### src/rtl/fbag_pkg.sv
package fbag_pkg;
  localparam int BANK_W_DEF = 7;
  localparam int HW_W_DEF   = 21;
  localparam int SPAN_W_DEF = 11;
  localparam int LINE_W_DEF = 10;
  localparam int ADDR_W_DEF = 32;
  localparam int WORD_W_DEF = 32;

  // pixel format codes decoded by the lane stage
  localparam logic [3:0] PIX_8BPP  = 4'b1011;
  localparam logic [3:0] PIX_16BPP = 4'b1100;

  // half-words covered by one word request
  localparam int HW_PER_REQ = 2;
endpackage

### src/rtl/fbag_walker.sv
module fbag_walker
  import fbag_pkg::*;
#(
  parameter int BANK_W = BANK_W_DEF,
  parameter int HW_W   = HW_W_DEF,
  parameter int SPAN_W = SPAN_W_DEF,
  parameter int LINE_W = LINE_W_DEF,
  parameter int ADDR_W = ADDR_W_DEF
) (
  input  logic              clk,
  input  logic              rst_n,
  input  logic              frame_start,
  input  logic              line_go,
  input  logic [BANK_W-1:0] bank,
  input  logic [HW_W-1:0]   base,
  input  logic [SPAN_W-1:0] page_width,
  input  logic [SPAN_W-1:0] off_size,
  input  logic [LINE_W-1:0] last_line,
  output logic              req_valid,
  input  logic              req_ready,
  output logic [ADDR_W-1:0] req_addr,
  output logic              eof
);
  localparam int USED_W = BANK_W + HW_W + 1;
  localparam int PAD_W  = ADDR_W - USED_W;

  logic              armed;
  logic              line_open;
  logic [LINE_W-1:0] line_idx;
  logic [SPAN_W-1:0] pos;
  logic [HW_W-1:0]   line_base;
  logic [BANK_W-1:0] bank_q;
  logic [SPAN_W-1:0] pw_q;
  logic [SPAN_W-1:0] off_q;
  logic [LINE_W-1:0] last_q;
  logic              eof_q;

  logic [SPAN_W:0]   pos_plus;
  logic              line_end;
  logic              fire;
  logic              empty_line;
  logic              advance;
  logic [HW_W-1:0]   hw_addr;

  assign pos_plus   = {1'b0, pos} + (SPAN_W+1)'(HW_PER_REQ);
  assign line_end   = pos_plus >= {1'b0, pw_q};
  assign req_valid  = armed && line_open;
  assign fire       = req_valid && req_ready;
  assign empty_line = armed && !line_open && line_go && (pw_q == '0);
  assign advance    = (fire && line_end) || empty_line;
  assign hw_addr    = line_base + HW_W'(pos);
  assign eof        = eof_q;

  generate
    if (PAD_W > 0) begin : g_pad
      assign req_addr = {{PAD_W{1'b0}}, bank_q, hw_addr, 1'b0};
    end else begin : g_nopad
      assign req_addr = {bank_q, hw_addr, 1'b0};
    end
  endgenerate

  always_ff @(posedge clk) begin
    if (!rst_n) begin
      armed     <= 1'b0;
      line_open <= 1'b0;
      line_idx  <= '0;
      pos       <= '0;
      line_base <= '0;
      bank_q    <= '0;
      pw_q      <= '0;
      off_q     <= '0;
      last_q    <= '0;
      eof_q     <= 1'b0;
    end else begin
      eof_q <= 1'b0;
      if (frame_start) begin
        armed     <= 1'b1;
        line_open <= 1'b0;
        line_idx  <= '0;
        pos       <= '0;
        line_base <= base;
        bank_q    <= bank;
        pw_q      <= page_width;
        off_q     <= off_size;
        last_q    <= last_line;
      end else begin
        if (armed && !line_open && line_go && (pw_q != '0))
          line_open <= 1'b1;
        if (fire && !line_end)
          pos <= pos_plus[SPAN_W-1:0];
        if (advance) begin
          line_open <= 1'b0;
          pos       <= '0;
          line_base <= line_base + HW_W'(pw_q) + HW_W'(off_q);
          if (line_idx == last_q) begin
            armed <= 1'b0;
            eof_q <= 1'b1;
          end else begin
            line_idx <= line_idx + 1'b1;
          end
        end
      end
    end
  end

  AST_REQ_HOLD: assert property (@(posedge clk) disable iff (!rst_n)
    (req_valid && !req_ready && !frame_start) |=> (req_valid && $stable(req_addr)));

  AST_WORD_STEP: assert property (@(posedge clk) disable iff (!rst_n)
    (fire && !line_end && !frame_start) |=> (req_valid && req_addr == $past(req_addr) + ADDR_W'(4)));

  AST_EOF_QUIET: assert property (@(posedge clk) disable iff (!rst_n)
    eof |-> !req_valid);

  AST_EOF_SINGLE: assert property (@(posedge clk) disable iff (!rst_n)
    eof |=> !eof);
endmodule

### src/rtl/fbag_endcalc.sv
module fbag_endcalc
  import fbag_pkg::*;
#(
  parameter int HW_W   = HW_W_DEF,
  parameter int SPAN_W = SPAN_W_DEF,
  parameter int LINE_W = LINE_W_DEF
) (
  input  logic              clk,
  input  logic              rst_n,
  input  logic [HW_W-1:0]   base,
  input  logic [SPAN_W-1:0] page_width,
  input  logic [SPAN_W-1:0] off_size,
  input  logic [LINE_W-1:0] last_line,
  output logic [HW_W-1:0]   end_addr,
  output logic              bank_err
);
  localparam int SUM_W  = SPAN_W + 1;
  localparam int CNT_W  = LINE_W + 1;
  localparam int PROD_W = SUM_W + CNT_W;
  localparam int FULL_W = ((PROD_W > HW_W) ? PROD_W : HW_W) + 1;

  logic [SUM_W-1:0]  stride;
  logic [CNT_W-1:0]  n_lines;
  logic [PROD_W-1:0] span_total;
  logic [FULL_W-1:0] full_end;
  logic              over;

  assign stride     = {1'b0, page_width} + {1'b0, off_size};
  assign n_lines    = {1'b0, last_line} + CNT_W'(1);
  assign span_total = PROD_W'(stride) * PROD_W'(n_lines);
  assign full_end   = FULL_W'(base) + FULL_W'(span_total);
  assign over       = |full_end[FULL_W-1:HW_W];

  always_ff @(posedge clk) begin
    if (!rst_n) begin
      end_addr <= '0;
      bank_err <= 1'b0;
    end else begin
      end_addr <= full_end[HW_W-1:0];
      bank_err <= over;
    end
  end

  AST_END_ABOVE_BASE: assert property (@(posedge clk) disable iff (!rst_n)
    (!bank_err && $past(rst_n)) |-> (end_addr >= $past(base)));
endmodule

### src/rtl/fbag_lanes.sv
module fbag_lanes
  import fbag_pkg::*;
#(
  parameter int WORD_W = WORD_W_DEF
) (
  input  logic              clk,
  input  logic              rst_n,
  input  logic              byte_swap,
  input  logic              half_swap,
  input  logic [3:0]        pix_fmt,
  input  logic              pal_en,
  input  logic [7:0]        pal_off,
  input  logic              in_valid,
  output logic              in_ready,
  input  logic [WORD_W-1:0] in_data,
  output logic              out_valid,
  input  logic              out_ready,
  output logic [WORD_W-1:0] out_data
);
  localparam int HALVES = WORD_W / 16;
  localparam int LANES  = WORD_W / 8;

  logic [WORD_W-1:0] bsw;
  logic [WORD_W-1:0] hsw;
  logic              pal_act;

  assign pal_act   = pal_en && (pix_fmt == PIX_8BPP);
  assign out_valid = in_valid;
  assign in_ready  = out_ready;

  generate
    for (genvar h = 0; h < HALVES; h++) begin : g_half
      assign bsw[h*16 +: 8]   = byte_swap ? in_data[h*16+8 +: 8] : in_data[h*16 +: 8];
      assign bsw[h*16+8 +: 8] = byte_swap ? in_data[h*16 +: 8]   : in_data[h*16+8 +: 8];
      assign hsw[h*16 +: 16]  = half_swap ? bsw[(h^1)*16 +: 16]  : bsw[h*16 +: 16];
    end
    for (genvar l = 0; l < LANES; l++) begin : g_lane
      assign out_data[l*8 +: 8] = hsw[l*8 +: 8] + (pal_act ? pal_off : 8'd0);
    end
  endgenerate

  AST_SWAP_KEEPS_BITS: assert property (@(posedge clk) disable iff (!rst_n)
    (in_valid && !pal_act) |-> ($countones(out_data) == $countones(in_data)));
endmodule

### src/rtl/fbaddr_gen.sv
module fbaddr_gen
  import fbag_pkg::*;
#(
  parameter int BANK_W = BANK_W_DEF,
  parameter int HW_W   = HW_W_DEF,
  parameter int SPAN_W = SPAN_W_DEF,
  parameter int LINE_W = LINE_W_DEF,
  parameter int ADDR_W = ADDR_W_DEF,
  parameter int WORD_W = WORD_W_DEF
) (
  input  logic              clk,
  input  logic              rst_n,
  input  logic [BANK_W-1:0] cfg_bank,
  input  logic [HW_W-1:0]   cfg_base,
  input  logic [SPAN_W-1:0] cfg_page_width,
  input  logic [SPAN_W-1:0] cfg_off_size,
  input  logic [LINE_W-1:0] cfg_last_line,
  input  logic              frame_start,
  input  logic              line_go,
  output logic              req_valid,
  input  logic              req_ready,
  output logic [ADDR_W-1:0] req_addr,
  output logic              eof,
  output logic [HW_W-1:0]   end_addr,
  output logic              bank_err,
  input  logic              byte_swap,
  input  logic              half_swap,
  input  logic [3:0]        pix_fmt,
  input  logic              pal_en,
  input  logic [7:0]        pal_off,
  input  logic              rd_valid,
  output logic              rd_ready,
  input  logic [WORD_W-1:0] rd_data,
  output logic              px_valid,
  input  logic              px_ready,
  output logic [WORD_W-1:0] px_data
);
  fbag_walker #(
    .BANK_W(BANK_W), .HW_W(HW_W), .SPAN_W(SPAN_W), .LINE_W(LINE_W), .ADDR_W(ADDR_W)
  ) u_walker (
    .clk        (clk),
    .rst_n      (rst_n),
    .frame_start(frame_start),
    .line_go    (line_go),
    .bank       (cfg_bank),
    .base       (cfg_base),
    .page_width (cfg_page_width),
    .off_size   (cfg_off_size),
    .last_line  (cfg_last_line),
    .req_valid  (req_valid),
    .req_ready  (req_ready),
    .req_addr   (req_addr),
    .eof        (eof)
  );

  fbag_endcalc #(
    .HW_W(HW_W), .SPAN_W(SPAN_W), .LINE_W(LINE_W)
  ) u_endcalc (
    .clk       (clk),
    .rst_n     (rst_n),
    .base      (cfg_base),
    .page_width(cfg_page_width),
    .off_size  (cfg_off_size),
    .last_line (cfg_last_line),
    .end_addr  (end_addr),
    .bank_err  (bank_err)
  );

  fbag_lanes #(
    .WORD_W(WORD_W)
  ) u_lanes (
    .clk      (clk),
    .rst_n    (rst_n),
    .byte_swap(byte_swap),
    .half_swap(half_swap),
    .pix_fmt  (pix_fmt),
    .pal_en   (pal_en),
    .pal_off  (pal_off),
    .in_valid (rd_valid),
    .in_ready (rd_ready),
    .in_data  (rd_data),
    .out_valid(px_valid),
    .out_ready(px_ready),
    .out_data (px_data)
  );
endmodule

### config.mk
export PLATFORM = sky130hd
export DESIGN_NAME = fbaddr_gen
export DESIGN_NICKNAME = d
export VERILOG_FILES = /design/src/rtl/fbag_pkg.sv /design/src/rtl/fbag_walker.sv /design/src/rtl/fbag_endcalc.sv /design/src/rtl/fbag_lanes.sv /design/src/rtl/fbaddr_gen.sv
export SDC_FILE = /design/constraint.sdc
export NUM_CORES = 1
export LEC_CHECK = 0
export ABC_AREA = 1
export BUFFER_PORTS_ARGS = -buffer_cell sky130_fd_sc_hd__buf_4
export CORE_ASPECT_RATIO = 1.1
export CORE_UTILIZATION = 25
export CTS_CLUSTER_DIAMETER = 120
export DETAILED_ROUTE_END_ITERATION = 10
export SYNTH_ARGS = -nofsm -noshare
export SYNTH_HDL_FRONTEND = slang
export SYNTH_HIERARCHICAL = 1
export SYNTH_SLANG_ARGS = --single-unit
### constraint.sdc
create_clock -name clk -period 16.8 [get_ports clk]
set_clock_uncertainty 0.05 [all_clocks]
set_input_delay 1.68 -clock clk [delete_from_list [all_inputs] [get_ports clk]]
set_output_delay 1.68 -clock clk [all_outputs]
set_load 0.05 [all_outputs]
==> impl_metrics.json <==
{
  "ioPinCount": 204,
  "placementRows": 93,
  "first_pass_iters": 9,
  "startpoint_type": "input port",
  "hold_buffers": 0,
  "fmax_mhz": 132.6,
  "synthTopCellsByCount": "625 x nand2_1, 376 x inv_1, 214 x nor2_1",
  "finalCritPeriodShare_pct": 44.87,
  "ys_seq_area_share_pct": 14.21,
  "hold_viol": 0,
  "grt-busiest-layer": "met2",
  "routed_via_density": 4.545,
  "ff2ff_path_depth": 17,
  "insertion_delay_ns": 0.40,
  "worstMarginPinSlew_ns": 1.158,
  "drt_iter0_drc": 1035,
  "overflow": 0,
  "postSynthAreaPerCell_um2": 6.578,
  "rsz0062_at_grt": "no",
  "final_cell_area_um2": 17170,
  "cts_resized": 0,
  "path_max_fanout": 11,
  "synth_edf_count": 0,
  "port_buffers": 195,
  "placed_area_um2": 16880,
  "use_met1_pct": 20.63,
  "slew_violations": 0,
  "drt_wl_total_mm": 47.34,
  "maxCapViolations": 0,
  "post-route-drc-count": 11,
  "area_growth_pct": 16.08,
  "antenna_found_initial": 1,
  "synth_ff_type": "dfxtp_1",
  "post-synth-top-count-cell": "nand2_1",
  "synth_warnings": 6,
  "clk_pin_slew_ns": 0.10,
  "clockRootBuffer": "clkbuf_16",
  "grtUsageMet3_pct": 2.527,
  "crit_arrival_ns": 7.79,
  "tns_ns": 0,
  "min_path_type": "flop to flop",
  "fin_nets": 2758,
  "vias": 14381,
  "gp_congestion": 0.9480,
  "die_area_um2": 60150,
  "syn-instance-count": 2249,
  "grt_usage_pct": 16.03,
  "synth.distinct_cells": 52,
  "cts_tree": "built",
  "grt_max_degree": 71,
  "first_global_vias": 13798,
  "vdd_drop_max_mv": 0.1677,
  "period_minus_slack_ns": 7.539,
  "avgRoutedWirePerCell_um": 14.96,
  "dieHeight_um": 257.1,
  "end_kind": "flop",
  "drive_gt1_share_pct": 12.73,
  "violations": "design-rule violations",
  "setup_violations": 0,
  "synth_seq_cells": 105,
  "fp.dieW_um": 233.9,
  "grtUsageMet2_pct": 27.00,
  "cts_buffer_depth": 2,
  "holdPathStages": 2,
  "cts_made_buffers": 9,
  "grt_pass1_wl_mm": 75.33,
  "powerDensity_nw_per_um2": 172.9,
  "core_area_um2": 58530,
  "postCtsSetupBuffers": 0,
  "fin_ws_ns": 9.261,
  "synthArstFlopShare_pct": 0,
  "dp_hpwl_mm": 39.23,
  "antenna_left": 0,
  "place_ws_ns": 8.870,
  "ys_top_cells_by_area": "fa_1 17%, nand2_1 16%, dfxtp_1 14%",
  "p_total_w": 0.002970,
  "status": "complete, but fails checks",
  "htreeDepth": 3,
  "cts_sinks": 105,
  "diodes": 0,
  "yosysTopAreaCell": "fa_1",
  "criticalPathCategory": "input port to flop",
  "cp.required_ns": 17.05,
  "netlist_area_um2": 14790,
  "synth_top_area_share_pct": 16.91,
  "start_util_pct": 25.28,
  "max_slew_margin_pct": 22.23,
  "cellLeakagePower_nw": 9.183
}
-- final timing paths --
path                     start                 end  slack, ns
max          cfg_page_width[7]  u_endcalc/bank_err       9.26
min reg2reg  u_walker/off_q[0]   u_walker/off_q[0]       0.44
max reg2reg    u_walker/pos[2]    u_walker/pos[10]      13.36
min          u_walker/off_q[0]   u_walker/off_q[0]       0.44
-- cell type report --
type / instances / area, um^2
sequential: 105 / 2102
multi-input combinational: 1694 / 10860
fill: 6506 / 41360
clock buffer: 9 / 225.2
clock inverter: 7 / 70.07
tap: 760 / 950.9
timing repair buffer: 198 / 1486
inverter: 391 / 1474
-- cell usage in the layout, fill, tap and decap left out, drive strengths merged --
cell    netlist  layout
a21o          3       3
ha          120     120
and3          1       1
o21bai       13      13
and2          4       4
o21ai        97      97
nand3b        7       7
nor3b         1       1
nand3       184     184
a21oi       113     113
inv         386     391
conb          1       4
buf          39     198
clkbuf       23       9
clkinv        5       7
dfxtp       105     105
or2          26      26
nor4          3       3
a31oi         2       2
nor3         16      16
a21boi        1       1
o21a          1       1
mux2i         1       1
fa          125     125
nand4        24      24
nor2        233     233
a211oi        1       1
xnor2        24      24
nand2       637     637
xor2         53      53
-- layer usage --
metal  up-vias  wire (um)
met1      6604      20930
li1       7270          -
met5         -         13
met4         2       1344
met2       434      22450
met3        71       2595
-- power by group --
part	switching, W	total [W]	internal, W
sequential	0.0000233	0.000317	0.000294
combinational	0.00158	0.00242	0.000838
clock	0.000124	0.000229	0.000105
-- cell families after synthesis --
family / count (synthesis) / synth area share (%)
muxes: 1 / 0.06766
DFF: 105 / 14.21
buffers and inverters: 453 / 12.43
other: 1 / 0.02535
and+or+nand+nor: 1136 / 33.09
AOI/OAI and AO/OA: 231 / 8.457
xor gates and xnor gates: 77 / 4.660
adders and majority gates: 245 / 27.06
-- state kept, by name (all words and copies together) (netlist names), 7 cells and up --
signal / count
u_endcalc/end_addr: 21
u_walker/bank_q: 7
u_walker/last_q: 10
u_walker/line_base: 21
u_walker/line_idx: 10
u_walker/off_q: 11
u_walker/pos: 10
u_walker/pw_q: 11
-- worst max-delay path: stages --
cell and delay, ns:
buf_4 0.12, ha_1 0.40, a21oi_2 0.25, nor2_1 0.06, a211oi_1 0.20, nand3_1 0.12
xor2_1 0.72, or2_2 0.25, fa_1 0.42, inv_1 0.09, fa_1 0.43, fa_1 0.47
fa_1 0.56, inv_1 0.06, fa_1 0.53, inv_1 0.04, ha_1 0.35, nand2_1 0.13
nor2_1 0.15, inv_1 0.05, nor2_1 0.16, nand3_1 0.13, nand3_1 0.13, nand2_1 0.05
nand2_1 0.05, nand3_1 0.08, nand2_1 0.06, inv_1 0.04
-- metrics by stage --
step,cells,utilization (%),hold WS [ns]
6_report,3164,29.34,0.4375
5_1_grt,3164,29.34,0.4634
4_1_cts,3164,29.34,0.4330
3_5_place_dp,3148,28.84,0.4186
3_3_place_gp,3148,28.84,0.4134
2_1_floorplan,2252,-,0.4007
Power figures use the tool's default switching activity.
